## src/rtl/td_pkg.sv

```systemverilog
package td_pkg;
  localparam int TD_AW       = 32;
  localparam int TD_LENF_W   = 11;
  localparam int TD_DEV_W    = 7;
  localparam int TD_EP_W     = 4;
  localparam int TD_WORDS    = 4;
  localparam logic [7:0] PID_IN  = 8'h69;
  localparam logic [7:0] PID_OUT = 8'hE1;
  localparam logic [31:0] CTRL_ACTIVE = 32'h0080_0000;
  localparam logic [31:0] LINK_END    = 32'h0000_0001;

  typedef enum logic [1:0] {W_LINK = 2'd0, W_CTRL = 2'd1, W_TOKEN = 2'd2, W_BUF = 2'd3} word_sel_e;
  typedef enum logic [1:0] {S_IDLE, S_EMIT, S_DONE} state_e;

  function automatic logic [31:0] make_token(input logic [TD_LENF_W-1:0] lcode,
                                             input logic [TD_EP_W-1:0] ep,
                                             input logic [TD_DEV_W-1:0] dev,
                                             input logic dir_in);
    return {lcode, 2'b00, ep, dev, (dir_in ? PID_IN : PID_OUT)};
  endfunction
endpackage

```

## src/rtl/td_segmenter.sv

```systemverilog
module td_segmenter
  import td_pkg::*;
#(
  parameter int LEN_W = 16,
  parameter int MPS_W = 11,
  parameter int CNT_W = LEN_W + 1
) (
  input  logic              clk,
  input  logic              rst_n,
  input  logic              load,
  input  logic [TD_AW-1:0]  start,
  input  logic [LEN_W-1:0]  len,
  input  logic [MPS_W-1:0]  mps,
  input  logic              advance,
  output logic [MPS_W-1:0]  seg_len,
  output logic [TD_AW-1:0]  bufptr,
  output logic              is_dummy,
  output logic [CNT_W-1:0]  idx
);
  localparam int CW = ((LEN_W > MPS_W) ? LEN_W : MPS_W) + 1;

  logic [LEN_W-1:0] rem;
  logic [MPS_W-1:0] mps_q;
  logic             last;

  assign last    = (CW'(rem) <= CW'(mps_q));
  assign seg_len = last ? MPS_W'(rem) : mps_q;

  always_ff @(posedge clk) begin
    if (!rst_n) begin
      rem      <= '0;
      mps_q    <= MPS_W'(1);
      bufptr   <= '0;
      is_dummy <= 1'b0;
      idx      <= '0;
    end else if (load) begin
      rem      <= len;
      mps_q    <= (mps == '0) ? MPS_W'(1) : mps;
      bufptr   <= start;
      is_dummy <= 1'b0;
      idx      <= '0;
    end else if (advance) begin
      idx <= idx + CNT_W'(1);
      if (last) begin
        is_dummy <= 1'b1;
      end else begin
        rem    <= rem - LEN_W'(mps_q);
        bufptr <= bufptr + TD_AW'(mps_q);
      end
    end
  end

  // a data piece never exceeds the packet size
  assert_seg_fits_R3: assert property (@(posedge clk) disable iff (!rst_n)
    !is_dummy |-> (seg_len <= mps_q));
  // an advance on the final piece always leads to the terminator
  assert_last_to_dummy_R2: assert property (@(posedge clk) disable iff (!rst_n)
    (advance && !load && last && !is_dummy) |=> is_dummy);
endmodule

```

## src/rtl/td_word_mux.sv

```systemverilog
module td_word_mux
  import td_pkg::*;
#(
  parameter int MPS_W = 11
) (
  input  word_sel_e             sel,
  input  logic                  is_dummy,
  input  logic [TD_AW-1:0]      next_addr,
  input  logic [MPS_W-1:0]      seg_len,
  input  logic [TD_AW-1:0]      bufptr,
  input  logic [TD_DEV_W-1:0]   dev,
  input  logic [TD_EP_W-1:0]    ep,
  input  logic                  dir_in,
  output logic [31:0]           word
);
  localparam int XW = (MPS_W > TD_LENF_W) ? MPS_W : TD_LENF_W;

  logic [XW-1:0]        len_m1;
  logic [TD_LENF_W-1:0] lcode;
  logic [31:0]          data_words [TD_WORDS];

  assign len_m1 = XW'(seg_len) - XW'(1);
  assign lcode  = len_m1[TD_LENF_W-1:0];

  assign data_words[W_LINK]  = next_addr;
  assign data_words[W_CTRL]  = CTRL_ACTIVE;
  assign data_words[W_TOKEN] = make_token(lcode, ep, dev, dir_in);
  assign data_words[W_BUF]   = bufptr;

  always_comb begin
    if (is_dummy) word = (sel == W_LINK) ? LINK_END : 32'h0;
    else          word = data_words[sel];
  end
endmodule

```

## src/rtl/td_chain_builder.sv

```systemverilog
module td_chain_builder
  import td_pkg::*;
#(
  parameter int LEN_W = 16,
  parameter int MPS_W = 11,
  parameter int CNT_W = LEN_W + 1
) (
  input  logic                 clk,
  input  logic                 rst_n,
  input  logic                 req_valid,
  output logic                 req_ready,
  input  logic [31:0]          req_start,
  input  logic [LEN_W-1:0]     req_len,
  input  logic [MPS_W-1:0]     req_mps,
  input  logic [6:0]           req_dev,
  input  logic [3:0]           req_ep,
  input  logic                 req_dir_in,
  input  logic [31:0]          pool_base,
  output logic                 wr_valid,
  input  logic                 wr_ready,
  output logic [31:0]          wr_addr,
  output logic [31:0]          wr_data,
  output logic                 done,
  input  logic                 done_ack,
  output logic [31:0]          head_addr,
  output logic [CNT_W-1:0]     desc_count
);
  localparam logic [TD_AW-1:0] SLOT_BYTES = TD_AW'(TD_WORDS * 4);

  state_e               state;
  word_sel_e            wsel;
  logic [TD_AW-1:0]     base_q;
  logic [TD_DEV_W-1:0]  dev_q;
  logic [TD_EP_W-1:0]   ep_q;
  logic                 dir_q;
  logic                 accept, load, advance, wr_fire, desc_end;
  logic [MPS_W-1:0]     seg_len;
  logic [TD_AW-1:0]     bufptr, cur_addr, next_addr;
  logic                 is_dummy;
  logic [CNT_W-1:0]     idx;

  assign req_ready = (state == S_IDLE);
  assign accept    = req_valid && req_ready;
  assign load      = accept;
  assign wr_valid  = (state == S_EMIT);
  assign wr_fire   = wr_valid && wr_ready;
  assign desc_end  = wr_fire && (wsel == W_BUF);
  assign advance   = desc_end && !is_dummy;
  assign done      = (state == S_DONE);

  assign cur_addr  = base_q + TD_AW'({idx, 4'b0000});
  assign next_addr = cur_addr + SLOT_BYTES;
  assign wr_addr   = cur_addr + TD_AW'({wsel, 2'b00});
  assign head_addr = base_q;
  assign desc_count = idx + CNT_W'(1);

  td_segmenter #(.LEN_W(LEN_W), .MPS_W(MPS_W), .CNT_W(CNT_W)) u_seg (
    .clk      (clk),
    .rst_n    (rst_n),
    .load     (load),
    .start    (req_start),
    .len      (req_len),
    .mps      (req_mps),
    .advance  (advance),
    .seg_len  (seg_len),
    .bufptr   (bufptr),
    .is_dummy (is_dummy),
    .idx      (idx)
  );

  td_word_mux #(.MPS_W(MPS_W)) u_mux (
    .sel       (wsel),
    .is_dummy  (is_dummy),
    .next_addr (next_addr),
    .seg_len   (seg_len),
    .bufptr    (bufptr),
    .dev       (dev_q),
    .ep        (ep_q),
    .dir_in    (dir_q),
    .word      (wr_data)
  );

  always_ff @(posedge clk) begin
    if (!rst_n) begin
      state  <= S_IDLE;
      wsel   <= W_LINK;
      base_q <= '0;
      dev_q  <= '0;
      ep_q   <= '0;
      dir_q  <= 1'b0;
    end else begin
      case (state)
        S_IDLE: if (accept) begin
          state  <= S_EMIT;
          wsel   <= W_LINK;
          base_q <= pool_base & ~TD_AW'(15);
          dev_q  <= req_dev;
          ep_q   <= req_ep;
          dir_q  <= req_dir_in;
        end
        S_EMIT: if (wr_fire) begin
          wsel <= word_sel_e'(wsel + 2'd1);
          if (desc_end && is_dummy) state <= S_DONE;
        end
        S_DONE: if (done_ack) state <= S_IDLE;
        default: state <= S_IDLE;
      endcase
    end
  end

  // a stalled word is held unchanged
  assert_stall_hold_R9: assert property (@(posedge clk) disable iff (!rst_n)
    (wr_valid && !wr_ready) |=> (wr_valid && $stable(wr_addr) && $stable(wr_data)));
  // word addresses stay word aligned
  assert_word_align_R5: assert property (@(posedge clk) disable iff (!rst_n)
    wr_valid |-> (wr_addr[1:0] == 2'b00));
  // done holds with its results until acknowledged
  assert_done_hold_R10: assert property (@(posedge clk) disable iff (!rst_n)
    (done && !done_ack) |=> (done && $stable(head_addr) && $stable(desc_count)));
  // no request accepted and no write while busy or done
  assert_busy_block_R10: assert property (@(posedge clk) disable iff (!rst_n)
    (done || wr_valid) |-> !req_ready);
  // done only follows a write handshake or holds
  assert_done_entry_R10: assert property (@(posedge clk) disable iff (!rst_n)
    $rose(done) |-> $past(wr_fire));
endmodule

```

## config.mk

```make
export PLATFORM = sky130hd
export DESIGN_NAME = td_chain_builder
export DESIGN_NICKNAME = d
export VERILOG_FILES = /design/src/rtl/td_pkg.sv /design/src/rtl/td_segmenter.sv /design/src/rtl/td_word_mux.sv /design/src/rtl/td_chain_builder.sv
export SDC_FILE = /design/constraint.sdc
export NUM_CORES = 1
export LEC_CHECK = 0
export BUFFER_PORTS_ARGS = -buffer_cell sky130_fd_sc_hd__buf_2
export CAP_MARGIN = 20
export CELL_PAD_IN_SITES_DETAIL_PLACEMENT = 1
export CELL_PAD_IN_SITES_GLOBAL_PLACEMENT = 2
export CORE_MARGIN = 2
export CORE_UTILIZATION = 30
export DETAILED_ROUTE_END_ITERATION = 10
export GPL_TIMING_DRIVEN = 1
export PLACE_DENSITY = 0.8
export SKIP_LAST_GASP = 1
export SLEW_MARGIN = 20
export SYNTH_ARGS = -nofsm -noshare
export SYNTH_HDL_FRONTEND = slang
export SYNTH_SLANG_ARGS = --single-unit
```

## constraint.sdc

```tcl
create_clock -name clk -period 4.5 [get_ports clk]
set_input_delay 0.9 -clock clk [delete_from_list [all_inputs] [get_ports clk]]
set_output_delay 0.9 -clock clk [all_outputs]
set_load 0.1 [all_outputs]
```

==> flow_summary_export.csv <==
group,metric,value,unit
run_status,status,"finished with violations",
run_status,violations,"setup timing",
global_routing,grt_first_pass_wirelength,59.8,mm
pwr,p_int,2.36,mW
placement,place_congestion,0.909,
global_routing,first_global_vias,10400,
sta,setup_viol,12,
floorplan,start_util,0.307,
worst_setup_path,slowest_stage,"or4b_4",
pwr,leakagePower,5.83,nW
floorplan,dieArea,31900,um^2
synth,synth.distinct_cells,85,
sta,maxSlewViolCount,0,
placement,portBuffers,213,
drt,ant_nets,0,
clock_tree,cts_sinks,121,
clock_tree,clkTransAtPathRegs,0.06,ns
clock_tree,cts_hold_buf,0,
clock_tree,clockRootBuffer,"clkbuf_16",
sta,slew_headroom,0.193,
sta,finalWorstSetupSlack,-0.364,ns
global_routing,grt_usage,0.245,
drt,post_drt_wl_per_cell,19.8,um
worst_setup_path,critical_path_required,3.60,ns
worst_setup_path,cp_max_fo,5,
pwr,powerDensity,282,nW/um^2
worst_setup_path,endpoint_kind,"output port",
synth,yosysTopAreaCell,"dfxtp_1",
layout,area_growth,51.4,%
flow_run,drv_cap,0,
clock_tree,cts_tree,"built",
synth,synth_seq_cells,121,
sta,hold_viol_final,0,
placement,dpl.hpwl,29.4,mm
clock_tree,clock_latency,0.43,ns
sta,fmax,206,MHz
pwr,switchingPower,1.54,mW
worst_setup_path,critPathMaxStageDelay,0.63,ns
pwr,swShare,0.395,
layout,final_cell_mix,"195 x buf_2, 186 x nand2_1, 143 x buf_4",
synth,ys_warn_count,0,
pwr,comb_power_share,0.332,
sta,fin_tns_setup,-2.68,ns
hold_path,hp-class,"reg2reg",
synth,synth_async_sr_flop_share,0,
floorplan,die_x,179,um
pwr,ir_drop,0.214,mV
pwr,fin_total_pwr,3.90,mW
global_routing,antenna_found_initial,0,
worst_setup_path,arrival,3.96,ns
drt,vias,10200,
layout,antennaDiodeCount,0,
layout,drive_above_1_share,0.388,
global_routing,overflow,0,
drt,firstDrtPassIters,5,
sta,post-route-period-util,1.08,
worst_setup_path,startpoint_type,"register",
floorplan,core-area,29800,um^2
drt,drt-total-wl,39.1,mm
synth,yosysTopAreaCellShare,0.265,
sta,rsz0062_at_grt,"true",
clock_tree,cts_buffers,17,
sta,min_period,4.86,ns
pwr,p_clk_frac,0.359,
floorplan,io_pins,224,
placement,place_inst,1894,
synth,ys_seq_area_frac,0.265,
drt,viasPerCell,5.19,
synth,synth_top_flop_cell,"dfxtp_1",
worst_setup_path,crit_chain,"ha_4 > buf_4 > a211oi_4 > nor3b_4 > buf_6 > o2111a_1 > o21ai_2 > nand4_1 > nor2_2 > nand4_1 > or4b_4 > buf_12 > o311a_4 > buf_12",
clock_tree,cts_buffer_depth,2,
clock_tree,htreeDepth,4,
sta,fin_worst_skew,0.0120,ns
synth,synth_cells,1246,
floorplan,die_h,179,um
synth,synth.top_cells.by_area,"dfxtp_1 27%, nand2_1 7.9%, a21oi_1 7.5%",
sta,whs,0.463,ns
worst_setup_path,critical_path_class,"reg2out",
layout,layout.nets,1723,
layout,stdcell_count,1971,
drt,drcViolationCount,0,
drt,initialDrtViolationCount,591,
synth,synth_edf_count,0,
floorplan,num_rows,63,
synth,netlist_area,9140,um^2
sta,worstMarginPinSlew,1.21,ns
layout,layout_commonest_cell,"buf_2",
global_routing,grt_max_degree,57,
layout,fillers,3608,
synth,synth_area_per_cell,7.34,um^2
pwr,power_frac_seq,0.309,
[stage by stage]
step | util | area, um^2 | setup WS (ns)
2_1_floorplan | - | 9890 | -0.700
3_3_place_gp | 0.411 | 12200 | 0.0185
3_5_place_dp | 0.411 | 12200 | -0.0739
4_1_cts | 0.450 | 13400 | -0.298
5_1_grt | 0.465 | 13800 | -0.493
6_report | 0.465 | 13800 | -0.364
[cell families after synthesis]
| logic type | synth area share |
|---|---|
| AO/OA/AOI/OAI | 0.210 |
| XOR/XNOR | 0.121 |
| adder cells (fa/ha/maj) | 0.0668 |
| buffers and inverters | 0.0522 |
| flip-flops | 0.265 |
| multiplexers | 0.0182 |
| other | 0.000410 |
| AND/OR/NAND/NOR | 0.266 |
[sequential cells by signal, summed over array words and instances, names as in the netlist]
signal / count
u_seg.bufptr: 32
head_addr: 28
u_seg.idx: 17
u_seg.rem: 16
u_seg.mps_q: 11
dev_q: 7
ep_q: 4
state: 2
wsel: 2
dir_q: 1
u_seg.is_dummy: 1
[what timing repair did]
| action | in CTS | in global routing |
|---|---|---|
| pin swaps | 42 | 38 |
| gates resized for setup | 85 | 61 |
| endpoints found under the hold margin | 0 | 0 |
| buffers inserted | 34 | 11 |
| cloned | 0 | 0 |
| setup endpoints to repair | 19 | 18 |
[cells in the mapped netlist, types with 14 or more instances]
cell,number
nand2_1,193
inv_1,43
and3_1,20
a21o_1,14
a211oi_1,18
ha_1,44
dfxtp_1,121
o21ai_0,71
clkbuf_1,53
xnor2_1,73
a21oi_1,137
nor2_1,118
nor3_1,40
xor2_1,50
nand3_1,37
[power by group through the flow]
stage	clock network, mW	logic, mW	registers, mW
2_1_floorplan	0	0.734	1.31
6_report	1.40	1.30	1.21
3_5_place_dp	0	1.20	1.22
4_1_cts	1.43	1.25	1.20
3_3_place_gp	0	1.18	1.22
5_1_grt	1.47	1.38	1.21
[final timing paths]
path	startpoint	to	slack (ns)	depth (start not counted)
max	head_addr[4]	wr_data[30]	-0.36	14
min	dev_q[2]	dev_q[2]	0.46	2
max reg2reg	wsel[1]	u_seg.bufptr[31]	1.11	9
min reg2reg	dev_q[2]	dev_q[2]	0.46	2
[layout make-up]
cell class / instances / area, um^2 / area share
clock buffer: 20 / 479 / 0.0346
clock inverter: 12 / 103 / 0.00741
inverter: 46 / 188 / 0.0136
multi-input combinational: 1014 / 7540 / 0.545
sequential: 121 / 2490 / 0.180
tap: 390 / 488 / 0.0353
timing repair buffer: 368 / 2550 / 0.185
[layer usage]
layer	part of all wire	wire length, um	vias to the layer above	GRT usage
met5	0	0	-	0
met4	0.019	755	0	0.0583
met3	0.040	1570	35	0.0411
met2	0.47	18200	218	0.401
met1	0.47	18500	4970	0.334
li1	-	-	5005	-
[worst max-delay path: cells and delay by family, from the launching register on]
| kind | cells | cell delay, ns |
|---|---|---|
| buffers and inverters | 4 | 0.60 |
| AND/OR/NAND/NOR | 5 | 1.32 |
| flip-flops | 1 | 0.36 |
| AO/OA/AOI/OAI | 4 | 1.09 |
| adder cells (fa/ha/maj) | 1 | 0.16 |
Note: power is estimated with default switching activity, not from simulation.
